--- src/rtl/ts_sync_pkg.sv ---
package ts_sync_pkg;

    localparam int unsigned TS_BYTE_W   = 8;
    localparam int unsigned TS_LEN_W    = 12;
    localparam int unsigned TS_NEED_W   = 4;
    localparam int unsigned TS_CFG_W    = TS_BYTE_W + TS_LEN_W + TS_NEED_W;
    localparam int unsigned TS_SYNC_LSB = TS_LEN_W + TS_NEED_W;

    typedef enum logic [1:0] {
        ST_HUNT   = 2'd0,
        ST_BODY   = 2'd1,
        ST_EXPECT = 2'd2
    } ts_state_e;

    typedef enum logic [1:0] {
        MD_RISE  = 2'd0,
        MD_FALL  = 2'd1,
        MD_LEVEL = 2'd2,
        MD_MATCH = 2'd3
    } ts_mode_e;

    typedef struct packed {
        logic [TS_BYTE_W-1:0] sync;
        logic [TS_LEN_W-1:0]  len;
        logic [TS_NEED_W-1:0] need;
        logic                 act_low;
        ts_mode_e             mode;
    } ts_cfg_t;

    localparam ts_cfg_t TS_CFG_RESET = '{
        sync:    8'h47,
        len:     12'd188,
        need:    4'd1,
        act_low: 1'b0,
        mode:    MD_RISE
    };

endpackage

--- src/rtl/ts_cfg_hold.sv ---
module ts_cfg_hold
    import ts_sync_pkg::*;
(
    input  logic                clk,
    input  logic                rst_n,
    input  logic [TS_CFG_W-1:0] cfg_word,
    input  logic                cfg_act_low,
    input  logic [1:0]          cfg_mode,
    input  logic                load_req,
    input  logic                idle,
    output ts_cfg_t             cfg_q,
    output logic                load_taken
);

    assign load_taken = load_req && idle;

    always_ff @(posedge clk or negedge rst_n) begin
        if (!rst_n) begin
            cfg_q <= TS_CFG_RESET;
        end else if (load_taken) begin
            cfg_q.sync    <= cfg_word[TS_CFG_W-1 -: TS_BYTE_W];
            cfg_q.len     <= cfg_word[TS_SYNC_LSB-1 -: TS_LEN_W];
            cfg_q.need    <= cfg_word[TS_NEED_W-1:0];
            cfg_q.act_low <= cfg_act_low;
            cfg_q.mode    <= ts_mode_e'(cfg_mode);
        end
    end

    // captured settings move only after a hunting cycle
    a_r10_cfg_only_idle: assert property (@(posedge clk) disable iff (!rst_n)
        !$stable(cfg_q) |-> $past(idle));

endmodule

--- src/rtl/ts_start_detect.sv ---
module ts_start_detect
    import ts_sync_pkg::*;
(
    input  logic                 clk,
    input  logic                 rst_n,
    input  ts_cfg_t              cfg,
    input  ts_state_e            state,
    input  logic                 proc,
    input  logic                 clr,
    input  logic [TS_BYTE_W-1:0] byte_in,
    input  logic                 strobe,
    output logic                 start,
    output logic                 mismatch,
    output logic                 hit
);

    logic adj;
    logic prev_q;
    logic eq;

    assign adj = strobe ^ cfg.act_low;
    assign eq  = (byte_in == cfg.sync);
    assign hit = proc && eq;

    always_comb begin
        start    = 1'b0;
        mismatch = 1'b0;
        unique case (cfg.mode)
            MD_RISE:  start = proc && adj && !prev_q;
            MD_FALL:  start = proc && !adj && prev_q;
            MD_LEVEL: start = proc && adj;
            MD_MATCH: begin
                start    = hit && (state != ST_BODY);
                mismatch = proc && !eq && (state == ST_EXPECT);
            end
        endcase
    end

    always_ff @(posedge clk or negedge rst_n) begin
        if (!rst_n) begin
            prev_q <= 1'b0;
        end else if (clr) begin
            prev_q <= 1'b0;
        end else if (proc) begin
            prev_q <= adj;
        end
    end

    // an edge start cannot repeat on the very next cycle
    a_r5_single_edge: assert property (@(posedge clk) disable iff (!rst_n)
        (cfg.mode == MD_RISE && start) |=> !start);

endmodule

--- src/rtl/ts_lock_track.sv ---
module ts_lock_track
    import ts_sync_pkg::*;
(
    input  logic                 clk,
    input  logic                 rst_n,
    input  logic [TS_NEED_W-1:0] need,
    input  logic                 hit,
    input  logic                 miss,
    input  logic                 clr,
    output logic                 locked
);

    logic [TS_NEED_W-1:0] cnt_q;

    always_ff @(posedge clk or negedge rst_n) begin
        if (!rst_n) begin
            cnt_q <= '0;
        end else if (clr || miss) begin
            cnt_q <= '0;
        end else if (hit && (cnt_q < need)) begin
            cnt_q <= cnt_q + TS_NEED_W'(1);
        end
    end

    assign locked = (need == '0) || (cnt_q >= need);

    // the count saturates at the threshold
    a_r4_cnt_sat: assert property (@(posedge clk) disable iff (!rst_n)
        cnt_q <= need);

    // a boundary mismatch drops lock when a threshold is set
    a_r9_miss_drop: assert property (@(posedge clk) disable iff (!rst_n)
        (miss && !clr && need != '0) |=> !locked);

    // applying configuration empties the count
    a_r10_clear_cnt: assert property (@(posedge clk) disable iff (!rst_n)
        clr |=> (cnt_q == '0));

endmodule

--- src/rtl/ts_sync_aligner.sv ---
module ts_sync_aligner
    import ts_sync_pkg::*;
(
    input  logic                 clk,
    input  logic                 rst_n,
    input  logic [TS_BYTE_W-1:0] byte_in,
    input  logic                 byte_vld,
    input  logic                 sop_strobe,
    input  logic [TS_CFG_W-1:0]  cfg_word,
    input  logic                 cfg_act_low,
    input  logic [1:0]           cfg_mode,
    input  logic                 cfg_load,
    output logic [TS_BYTE_W-1:0] out_byte,
    output logic                 out_vld,
    output logic                 out_sop,
    output logic                 out_eop,
    output logic                 locked
);

    ts_cfg_t              cfg;
    ts_state_e            state_q, state_d;
    logic [TS_LEN_W-1:0]  idx_q, idx_d, pos, last_idx;
    logic                 load_taken, proc, start, mismatch, hit;
    logic                 in_pkt, last;

    assign proc = byte_vld && !load_taken;

    ts_cfg_hold u_cfg (
        .clk         (clk),
        .rst_n       (rst_n),
        .cfg_word    (cfg_word),
        .cfg_act_low (cfg_act_low),
        .cfg_mode    (cfg_mode),
        .load_req    (cfg_load),
        .idle        (state_q == ST_HUNT),
        .cfg_q       (cfg),
        .load_taken  (load_taken)
    );

    ts_start_detect u_det (
        .clk      (clk),
        .rst_n    (rst_n),
        .cfg      (cfg),
        .state    (state_q),
        .proc     (proc),
        .clr      (load_taken),
        .byte_in  (byte_in),
        .strobe   (sop_strobe),
        .start    (start),
        .mismatch (mismatch),
        .hit      (hit)
    );

    ts_lock_track u_lock (
        .clk    (clk),
        .rst_n  (rst_n),
        .need   (cfg.need),
        .hit    (hit),
        .miss   (mismatch),
        .clr    (load_taken),
        .locked (locked)
    );

    assign last_idx = cfg.len - TS_LEN_W'(1);
    assign pos      = start ? '0 : idx_q;
    assign in_pkt   = start || (proc && state_q == ST_BODY);
    assign last     = in_pkt && (pos == last_idx);

    // next-state logic
    always_comb begin
        state_d = state_q;
        idx_d   = idx_q;
        unique case (state_q)
            ST_HUNT, ST_BODY: begin
                if (last) begin
                    state_d = (cfg.mode == MD_MATCH) ? ST_EXPECT : ST_HUNT;
                end else if (in_pkt) begin
                    state_d = ST_BODY;
                    idx_d   = pos + TS_LEN_W'(1);
                end
            end
            ST_EXPECT: begin
                if (mismatch) begin
                    state_d = ST_HUNT;
                end else if (last) begin
                    state_d = ST_EXPECT;
                end else if (start) begin
                    state_d = ST_BODY;
                    idx_d   = TS_LEN_W'(1);
                end
            end
            default: state_d = ST_HUNT;
        endcase
    end

    // state register
    always_ff @(posedge clk or negedge rst_n) begin
        if (!rst_n) begin
            state_q <= ST_HUNT;
            idx_q   <= '0;
        end else begin
            state_q <= state_d;
            idx_q   <= idx_d;
        end
    end

    // output register
    always_ff @(posedge clk or negedge rst_n) begin
        if (!rst_n) begin
            out_byte <= '0;
            out_vld  <= 1'b0;
            out_sop  <= 1'b0;
            out_eop  <= 1'b0;
        end else begin
            out_byte <= byte_in;
            out_vld  <= byte_vld;
            out_sop  <= start;
            out_eop  <= last;
        end
    end

    // flags only ride on valid bytes
    a_r2_flags_need_vld: assert property (@(posedge clk) disable iff (!rst_n)
        (out_sop || out_eop) |-> out_vld);

    // in byte-match mode every flagged start carries the sync value
    a_r9_sop_is_sync: assert property (@(posedge clk) disable iff (!rst_n)
        (out_sop && cfg.mode == MD_MATCH) |-> (out_byte == cfg.sync));

    // the byte index stays inside the programmed length
    a_r8_idx_bound: assert property (@(posedge clk) disable iff (!rst_n)
        (state_q == ST_BODY) |-> (cfg.len == '0 || idx_q < cfg.len));

endmodule

--- config.mk ---
export PLATFORM = sky130hd
export DESIGN_NAME = ts_sync_aligner
export DESIGN_NICKNAME = d
export VERILOG_FILES = /design/src/rtl/ts_sync_pkg.sv /design/src/rtl/ts_cfg_hold.sv /design/src/rtl/ts_start_detect.sv /design/src/rtl/ts_lock_track.sv /design/src/rtl/ts_sync_aligner.sv
export SDC_FILE = /design/constraint.sdc
export NUM_CORES = 1
export LEC_CHECK = 0
export ABC_AREA = 1
export BUFFER_PORTS_ARGS = -buffer_cell sky130_fd_sc_hd__clkbuf_2
export CAP_MARGIN = 20
export CORE_MARGIN = 4
export CORE_UTILIZATION = 30
export DETAILED_ROUTE_END_ITERATION = 7
export GPL_ROUTABILITY_DRIVEN = 0
export PLACE_DENSITY = 0.57
export SYNTH_ARGS = -nofsm -noshare
export SYNTH_HDL_FRONTEND = slang
export SYNTH_SLANG_ARGS = --single-unit
--- constraint.sdc ---
create_clock -name clk -period 2.2 [get_ports clk]
set_input_delay 0.33 -clock clk [delete_from_list [all_inputs] [get_ports clk]]
set_output_delay 0.33 -clock clk [all_outputs]
set_load 0.005 [all_outputs]
* Word-level counts from Yosys, hierarchy flattened
Index checks and enable logic that the tools add are counted.
Operators by class: add/subtract/negate cells 3, order comparisons 2, equal/unequal tests 15, multiplexer cells 20, bitwise logic cells 1, reductions and logical operators 29
Operators by type and width (count):
- two-way mux 12 bit | 6
- one-hot mux 12 bit (2 select lines) | 1
- logical AND 1 bit | 13
- adder 12 x 1 -> 12 bit, second input constant | 1
- equality test 12 bit | 1
- two-way mux 2 bit | 6
- subtractor 12 x 1 -> 12 bit, second input constant | 1
- inequality test 2 bit, second input constant | 5
- equality test 8 bit | 1
- two-way mux 4 bit | 2
- equality test 2 bit, second input constant | 3
- AND reduction 6 bit | 1
- nonzero test 2 bit | 3
- adder 4 x 1 -> 4 bit, second input constant | 1
- equality test 2 x 1 -> 1 bit, second input constant | 2
- >= comparator 4 bit | 1
- zero test 1 bit | 4
- zero test 2 bit | 2
- zero test 4 bit | 1
- less-than comparator 4 bit | 1
- inequality test 4 x 3 -> 1 bit, second input constant | 1
- one-hot mux 1 bit (4 select lines) | 1
- one-hot mux 2 bit (2 select lines) | 1
- logical OR 1 bit | 3
- 6 further kinds | 8
Storage, ports and cells: register bits after elaboration 57, input port bits 40, output and inout bits 12

* Depth between registers and ports, before layout
Gate-level depths: netlist of the first run.
depth in word-level cells 13, depth in mapped cells 18

* Modules after synthesis
From an unflattened synthesis of the first run, not the netlist that was laid out.
Unflattened totals: cell total of the unflattened synthesis 535, area total of the unflattened synthesis 3731.1 um^2
By module, submodules not included:
- ts_sync_aligner | instances 1, cells an instance 316, area each 1914.3 um^2, seq. area each 625.6 um^2
- ts_cfg_hold | instances 1, cells an instance 118, area each 1151.1 um^2, seq. area each 688.2 um^2
- ts_lock_track | instances 1, cells an instance 51, area each 410.4 um^2, seq. area each 100.1 um^2
- ts_start_detect | instances 1, cells an instance 50, area each 255.2 um^2, seq. area each 25.0 um^2

* Least setup slack after synthesis of the first run
OpenSTA, ideal clock, no wires.
path type reg2reg, start point register state_q[1], end point register idx_q[10], setup time 117 ps, arrival 2078 ps, data required time 2083 ps, path slack 5 ps, stages on the path, launching flop included 17, buffers on the path 1, period minus slack after synthesis 2195 ps, path through dfrtp_1 inv_2 nand3_4 inv_2 nor2_2 nand2_4 buf_6 nand3_2 inv_1 ha_1 inv_1 nor3_1 nand4_1 nand2_1 inv_1 nand3_1 nand2_1
On the way: cells in the longest elaborated chain, start to end 12, elaborated cells on any way between the ends 34
Ends and longest elaborated chain:
- start: declaration | line ts_sync_aligner.sv:21 | ts_state_e state_q, state_d;
- start signal: assignment | line ts_sync_aligner.sv:102 | state_q <= state_d;
- zero test 2 bit | line ts_sync_aligner.sv:35, ts_sync_aligner.sv:73
- logical AND 1 bit | line ts_cfg_hold.sv:15 | assign load_taken = load_req && idle;
- zero test 1 bit | line ts_sync_aligner.sv:26 | assign proc = byte_vld && !load_taken;
- logical AND 1 bit | line ts_sync_aligner.sv:26
- logical AND 1 bit (on tied branches)
- logical AND 1 bit (on tied branches) | line ts_start_detect.sv:33, ts_start_detect.sv:29, ts_start_detect.sv:30
- one-hot mux 1 bit (4 select lines) | line ts_start_detect.sv:28 | unique case (cfg.mode)
- two-way mux 12 bit | line ts_sync_aligner.sv:65 | assign pos = start ? '0 : idx_q;
- adder 12 x 1 -> 12 bit or equality test 12 bit (tied branches) | line ts_sync_aligner.sv:79, ts_sync_aligner.sv:67
- two-way mux 12 bit or logical AND 1 bit (tied branches) | line ts_sync_aligner.sv:77, ts_sync_aligner.sv:67
- two-way mux 12 bit or inequality test 2 bit (tied branches)
- one-hot mux 12 bit (2 select lines) or AND reduction 6 bit (tied branches)
- end signal: assignment | line ts_sync_aligner.sv:103 | idx_q <= idx_d;
- end: declaration | line ts_sync_aligner.sv:22 | logic [TS_LEN_W-1:0] idx_q, idx_d, pos, last_idx;
Parallel ways exist; a longest one is shown, timed or not. The select of a mux whose other input is x is not followed. A chain may end at the register's enable or synchronous reset.

* Worst setup path after layout of the first run
start point register u_cfg.cfg_q[21] in the netlist's numbering, end point register idx_q[1]
On the way: cells in the longest elaborated chain, start to end 9, elaborated cells on any way between the ends 22
Ends and longest elaborated chain:
- start: declaration | line ts_cfg_hold.sv:11 | output ts_cfg_t cfg_q,
- equality test 8 bit * | line ts_start_detect.sv:22 | assign eq = (byte_in == cfg.sync);
- logical AND 1 bit | line ts_start_detect.sv:23 | assign hit = proc && eq;
- logical AND 1 bit | line ts_start_detect.sv:33 | start = hit && (state != ST_BODY);
- one-hot mux 1 bit (4 select lines) | line ts_start_detect.sv:28
- two-way mux 12 bit | line ts_sync_aligner.sv:65
- adder 12 x 1 -> 12 bit or equality test 12 bit (tied branches) | line ts_sync_aligner.sv:79, ts_sync_aligner.sv:67
- two-way mux 12 bit or logical AND 1 bit (tied branches) | line ts_sync_aligner.sv:77, ts_sync_aligner.sv:67
- two-way mux 12 bit or inequality test 2 bit (tied branches)
- one-hot mux 12 bit (2 select lines) or AND reduction 6 bit (tied branches)
Mark *: on every way between the ends. The rest lies on a longest branch, timed or not. The select of a mux whose other input is x is not followed.

==> run metrics, run 1 <==
via-per-instance ratio 4.741; asr flop ratio synth 100.0%; CP Data Arrival Time 2.66 ns; CTS tree done; Reg2Reg Setup Slack -0.19 ns; final hold slack 0.1362 ns; HPWL Detailed 6400 um; Synth top area share 34.21%; reg2reg start u_cfg.cfg_q[21]$_DFFE_PN1P_; CP endpoint idx_q[1]$_DFFE_PN0P_; critical path type register to register; failing checks setup timing; pin count of the biggest net entering global routing 58; Clk Tree Root Cell clkbuf_16; clk_lat worst skew 0.33 ns; Seq/Total Area, Yosys 41.85%; fin worst setup slack -0.1933 ns; f_max 417.8 MHz; Setup crit end kind register; Worst EP required 2.47 ns; Pleak 2.436 nW; syn_area_per_cell 7.178 um^2; Distinct cells, synth 30; TritonCTS Sinks 57; Clk pin slew, worst setup/hold paths 0.05 ns; Least-Margin Pin Slew 0.7181 ns; status complete, but fails checks; final net count 621; die height 115.1 um; Crit. Startpoint u_cfg.cfg_q[21]$_DFFE_PN1P_; final worst path period share 108.8%; GR Util All Layers 14.36%; core footprint 11030 um^2; clock power share 24.8%; DRT Wirelength 9346 um; internal power 3.359 mW; synth top area cells dfrtp_1 (34%), nand2_1 (18%), dfstp_2 (7.6%), nand3_1 (5.8%), inv_1 (5.6%); Post-synth EDFFs 0; crit path max fanout 8; FF+latch count, synth 57; effective utilization at floorplan 31.17%; total number of vias 3409; Hold Fails Final Rpt 0; Synth Cell Area 3438 um^2; layout cells sized above 1 29.88%; worst hold-check path type input pin to asynchronous set/reset pin; Post-route DRC 0; worst vdd ir 0.0005642 V; grt total ovfl 0; Synthesis Warnings 0; slew margin rel. 52.13%; Longest Clk Path Bufs 2; RR Endpoint idx_q[1]$_DFFE_PN0P_; global-route wire length before repair 15210 um; Worst Skew 0.006890 ns; I/O Buffers 51; Synth area leader dfrtp_1; Area Growth Syn to Fin 36.24%; setup_tns -2.409 ns; Die Wd 115.1 um; cells on worst reg2reg path 15; First DRT Iteration DRCs 166; # diodes 0; mean routed wirelength per cell 13.00 um; vias in the first global route 3282; post-route minimum period 2.393 ns; Syn Inst Count 479; H-tree depth 3; Final Max Tran Viols 0; top-count cell post-synth nand2_1; Sw Pwr 2.368 mW; 1st-pass router iterations 4; Max Cap Viol 0; Num CTS Buffers 9; Cell Pwr Density 1223 nW/um^2; Mapped Nets 526; sw frac 41.35%; RSZ-0062 raised after global routing yes; Synth Flop Type dfrtp_1; sequential power share 29.3%; part of the power in combinational logic 45.8%; CTS Hold Bufs 0; CP startpoint kind register; die area 13240 um^2; top cells by count, synth nand2_1 (165), inv_1 (51), nor2_1 (48); Rows 38; antenna violations before repair 0; Routed Antenna Nets 0; I/O pin total 52; final setup violation count 15
==> per-stage QoR <==
step	util (%)	cell area, um^2	setup WS (ns)	power [mW]	instances
2_1_floorplan	-	3438	0.005382	3.242	479
3_3_place_gp	36.90	4070	-0.1431	3.945	692
3_5_place_dp	36.90	4070	-0.1742	3.982	692
4_1_cts	40.45	4462	-0.05131	5.574	710
5_1_grt	42.47	4684	-0.2961	6.198	719
6_report	42.47	4684	-0.1933	5.727	719
==> state kept, by name (all words and copies together) (netlist names) <==
signal,flops
idx_q,12
state_q,2
out_sop,1
u_lock.cnt_q,4
u_cfg.cfg_q,27
u_det.prev_q,1
out_vld,1
out_byte,8
out_eop,1
==> power by group through the flow <==
stage	Combinational (mW)	Clock, mW	Sequential [mW]
4_1_cts	2.45	1.45	1.67
3_3_place_gp	2.28	0	1.67
3_5_place_dp	2.31	0	1.68
5_1_grt	2.97	1.50	1.73
2_1_floorplan	1.63	0	1.61
6_report	2.63	1.42	1.68
==> metal layers <==
metal / vias up / track usage [%] / part of all wire (%)
met2: 96 / 22.57 / 46
met1: 1572 / 18.66 / 45
met4: 0 / 6.886 / 2.8
met3: 21 / 3.316 / 6.3
li1: 1720 / - / -
met5: - / 0 / 0
==> worst min path at each step <==
stage / startpoint / end / slack (ns)
3_3_place_gp: u_cfg.cfg_q[25]$_DFFE_PN1P_ / u_cfg.cfg_q[25]$_DFFE_PN1P_ / 0.47
6_report: rst_n / out_sop$_DFF_PN0_ / 0.14
3_5_place_dp: u_cfg.cfg_q[21]$_DFFE_PN1P_ / u_cfg.cfg_q[21]$_DFFE_PN1P_ / 0.47
2_1_floorplan: rst_n / idx_q[0]$_DFFE_PN0P_ / 0.03
5_1_grt: byte_in[7] / out_byte[7]$_DFF_PN0_ / 0.14
4_1_cts: byte_in[1] / out_byte[1]$_DFF_PN0_ / 0.12
==> repair_timing <==
action / in CTS / in global routing
pin swaps: 1 / 16
cloned: 2 / 2
gates resized for setup: 16 / 32
buffers inserted: 0 / 7
endpoints found under the setup margin: 14 / 15
==> area by class of cell <==
| class | count | area [um^2] |
|---|---|---|
| Sequential cell | 57 | 1439 |
| Clock buffer | 10 | 239.0 |
| Fill cell | 1099 | 6346 |
| Timing Repair Buffer | 94 | 649.4 |
| Clock inverter | 6 | 66.31 |
| Inverter | 56 | 210.2 |
| Tap cell | 140 | 175.2 |
| Multi-Input combinational cell | 356 | 1906 |
==> layout by cell type, fill, tap and decap left out, types with 10 or more instances in the layout <==
cell and count:
a21oi_1 12, buf_4 36, clkbuf_16 11, clkbuf_2 51, dfrtp_1 47, dfstp_2 10
inv_1 50, nand2_1 150, nand2_2 16, nand3_1 37, nand4_1 21, nor2_1 42
o21ai_0 23
==> cell families (layout without fill, tap and decap cells) <==
family	count (synthesis)	in the layout	synth area share, %
simple gates	293	295	37.55
buf+inv	68	166	8.406
flops	57	57	41.85
compound gates	41	41	6.332
xor+xnor	13	13	3.312
fa+ha+maj	7	7	2.547
==> critical path, cell delays in order, from the launching register on <==
cell and delay, ns:
dfstp_2 0.55, xnor2_2 0.12, nand2_2 0.08, nor2_4 0.15, nand3_4 0.17, clkbuf_16 0.21, buf_6 0.12, nand4_1 0.10
nand2_1 0.07, nor2_1 0.10, nand2_1 0.08, nor2_2 0.15, nand2_2 0.14, nand3_4 0.15, nand2_1 0.08, nand2_1 0.06
Power figures use the tool's default switching activity.
==> run 2, diff against run 1 <==
--- a/config.mk
+++ b/config.mk
@@ -8,11 +8,10 @@
 export ABC_AREA = 1
 export BUFFER_PORTS_ARGS = -buffer_cell sky130_fd_sc_hd__clkbuf_2
 export CAP_MARGIN = 20
-export CORE_MARGIN = 4
 export CORE_UTILIZATION = 30
 export DETAILED_ROUTE_END_ITERATION = 7
 export GPL_ROUTABILITY_DRIVEN = 0
-export PLACE_DENSITY = 0.57
+export PLACE_DENSITY = 0.61
 export SYNTH_ARGS = -nofsm -noshare
 export SYNTH_HDL_FRONTEND = slang
 export SYNTH_SLANG_ARGS = --single-unit
==> run 2 against run 1 <==
Compared with the run above: sequential power hardly changed; fmax is 2.6% higher; global-route usage is 2.0 points higher; critical path depth is 4 lower; largest cell class unchanged; clock skew is 0.0023 ns lower; the flow still finishes with violations (setup timing); critical path type unchanged; core utilization is 0.92 points higher; cell area is 1.7% higher.
==> run metrics, run 2 (synthesized netlist as in run 1, its figures left out) <==
critical-path cell list xnor2_1, nand2_1, nor2_4, nand3_4, clkbuf_16, nand4_1, nand4_1, nor2_2, nand3_4, nand3_1, nand2_1; max incr delay on CP 0.53 ns (-0.02 ns); total number of vias 3462 (+1.6%); fin area 4766 um^2 (+1.7%); Clk Tree Root Cell clkbuf_16; Cell Pwr Density 1249 nW/um^2 (+2.2%); Post-route DRC 0 (unchanged); part of the power in combinational logic 46.5% (+0.7 points); final setup violation count 13 (-2); post-route minimum period 2.332 ns (-0.06171 ns); effective utilization at floorplan 31.31% (+0.13 points); 1st-pass router iterations 4 (unchanged); I/O pin total 52 (unchanged); DRT Wirelength 9243 um (-1.1%); Tot Pwr 5.955 mW (+4.0%); status complete, but fails checks; Area Growth Syn to Fin 38.61%; Die Wd 109.1 um (-5.2%); TritonCTS Sinks 57 (unchanged); Hold Fails Final Rpt 0 (unchanged); critical path type register to register; Routed Antenna Nets 0 (unchanged); First DRT Iteration DRCs 204 (+23%); placed instance count 700 (+1.2%); most flop-heavy register u_cfg.cfg_q; failing checks setup timing; core footprint 10980 um^2 (-0.43%); final worst path period share 106.0% (-2.8 points); sw frac 40.56% (-0.79 points); Setup crit end kind register; global-route wire length before repair 14980 um (-1.5%); fin worst setup slack -0.1316 ns (+0.06171 ns); die height 109.1 um (-5.2%); GR Util All Layers 16.31% (+2.0 points); CTS tree done; f_max 428.9 MHz (+2.6%); clk_lat worst skew 0.33 ns (about the same); Rows 38 (unchanged); Num CTS Buffers 9 (unchanged); most frequent cells in the layout nand2_1 (149), clkbuf_2 (51), inv_1 (50); Largest regs u_cfg.cfg_q: 27 flops, idx_q: 12 flops, out_byte: 8 flops; placed instance area 4143 um^2 (+1.8%); dpl ws -0.2425 ns (-0.06829 ns); layout cells sized above 1 31.28% (+1.4 points); crit path max fanout 9 (+1); Least-Margin Pin Slew 0.6377 ns (-0.08044 ns); CP Data Arrival Time 2.55 ns (-0.11 ns); delay-heaviest family, CP simple AND/OR/NAND/NOR gates; critical-path cell with the highest stage delay dfstp_2; max reg flops 27 (unchanged); clock power share 25.7% (+0.9 points); Longest Clk Path Bufs 2 (unchanged); setup_tns -1.104 ns (+1.305 ns); Clk pin slew, worst setup/hold paths 0.06 ns (about the same); final hold slack 0.01141 ns (-0.1248 ns); slew margin rel. 57.49% (+5.4 points); RSZ-0062 raised after global routing yes; Layout fillers 1095 (-0.36%); final net count 627 (+0.97%); Final Max Tran Viols 0 (unchanged); Final Instance Count excl. Fillers 725 (+0.83%); antenna violations before repair 0 (unchanged); grt total ovfl 0 (unchanged); worst hold-check path type input pin to asynchronous set/reset pin; CTS Hold Bufs 0 (unchanged); Max Cap Viol 0 (unchanged); via-per-instance ratio 4.775 (+0.71%); HPWL Detailed 6373 um (-0.41%); Final Util 43.39% (+0.92 points); # diodes 0 (unchanged); I/O Buffers 51 (unchanged); sequential power share 27.8% (-1.5 points); Worst EP required 2.42 ns (-0.05 ns); mean routed wirelength per cell 12.75 um (-1.9%); pin count of the biggest net entering global routing 45 (-22%); commonest non-fill, non-tap cell in the layout nand2_1; Buffers & Inverters on Critical Path 1 (-1); CP startpoint kind register; worst vdd ir 0.0006120 V (+8.5%); H-tree depth 3 (unchanged); Worst Skew 0.004630 ns (-0.002259 ns); vias in the first global route 3309 (+0.82%); internal power 3.540 mW (+5.4%); Pleak 2.474 nW (+1.6%); Sw Pwr 2.415 mW (+2.0%); die area 11890 um^2 (-10%)
## run 2: changes by cell type in the layout (fill, tap and decap cells not counted), sizes merged
cell,before,now
bufinv,1,2
clkinvlp,3,1
buf,41,47
clkbuf,63,62
clkinv,2,4
## run 2: cell type report
type,count,area [um^2],share of cell area (%)
tap,140,175.2,3.676
clock inverter,7,102.6,2.153
clock buffer,9,225.2,4.726
inverter,56,210.2,4.411
sequential,57,1439,30.19
multi-input combinational,356,1907,40.01
timing repair buffer,100,706.9,14.83
## run 2: power groups by stage
| stage | sequential [mW] | clock (mW) | combinational [mW] |
|---|---|---|---|
| finish | 1.66 | 1.53 | 2.77 |
| global route | 1.71 | 1.61 | 3.12 |
| CTS | 1.65 | 1.56 | 2.47 |
| detailed placement | 1.67 | 0 | 2.41 |
| global placement | 1.65 | 0 | 2.36 |
| floorplan | 1.61 | 0 | 1.63 |
## run 2: what timing repair did
| item | in CTS | in global routing |
|---|---|---|
| endpoints found under the setup margin | 15 | 15 |
| resized for setup | 6 | 42 |
| pin swaps | 1 | 26 |
| endpoints found under the hold margin | 0 | 0 |
| gates cloned | 0 | 4 |
| buffers inserted | 0 | 6 |
## run 2: worst paths after layout
check / from / to / slack, ns / depth (start not counted)
min reg2reg: u_cfg.cfg_q[21]$_DFFE_PN1P_ / u_cfg.cfg_q[21]$_DFFE_PN1P_ / 0.47 / 2
max reg2reg: u_cfg.cfg_q[21]$_DFFE_PN1P_ / idx_q[6]$_DFFE_PN0P_ / -0.13 / 11
min in group clk: byte_in[1] / out_byte[1]$_DFF_PN0_ / 0.13 / 1
max in group asynchronous: rst_n / u_cfg.cfg_q[20]$_DFFE_PN1P_ / 1.50 / 2
max: u_cfg.cfg_q[21]$_DFFE_PN1P_ / idx_q[6]$_DFFE_PN0P_ / -0.13 / 11
min: rst_n / u_cfg.cfg_q[17]$_DFFE_PN0P_ / 0.01 / 1
## run 2: metal layers
layer,GRT usage (%),share of wire [%]
met5,0,0
met3,3.706,5.5
met2,26.86,47
met4,6.660,2.0
met1,20.51,45
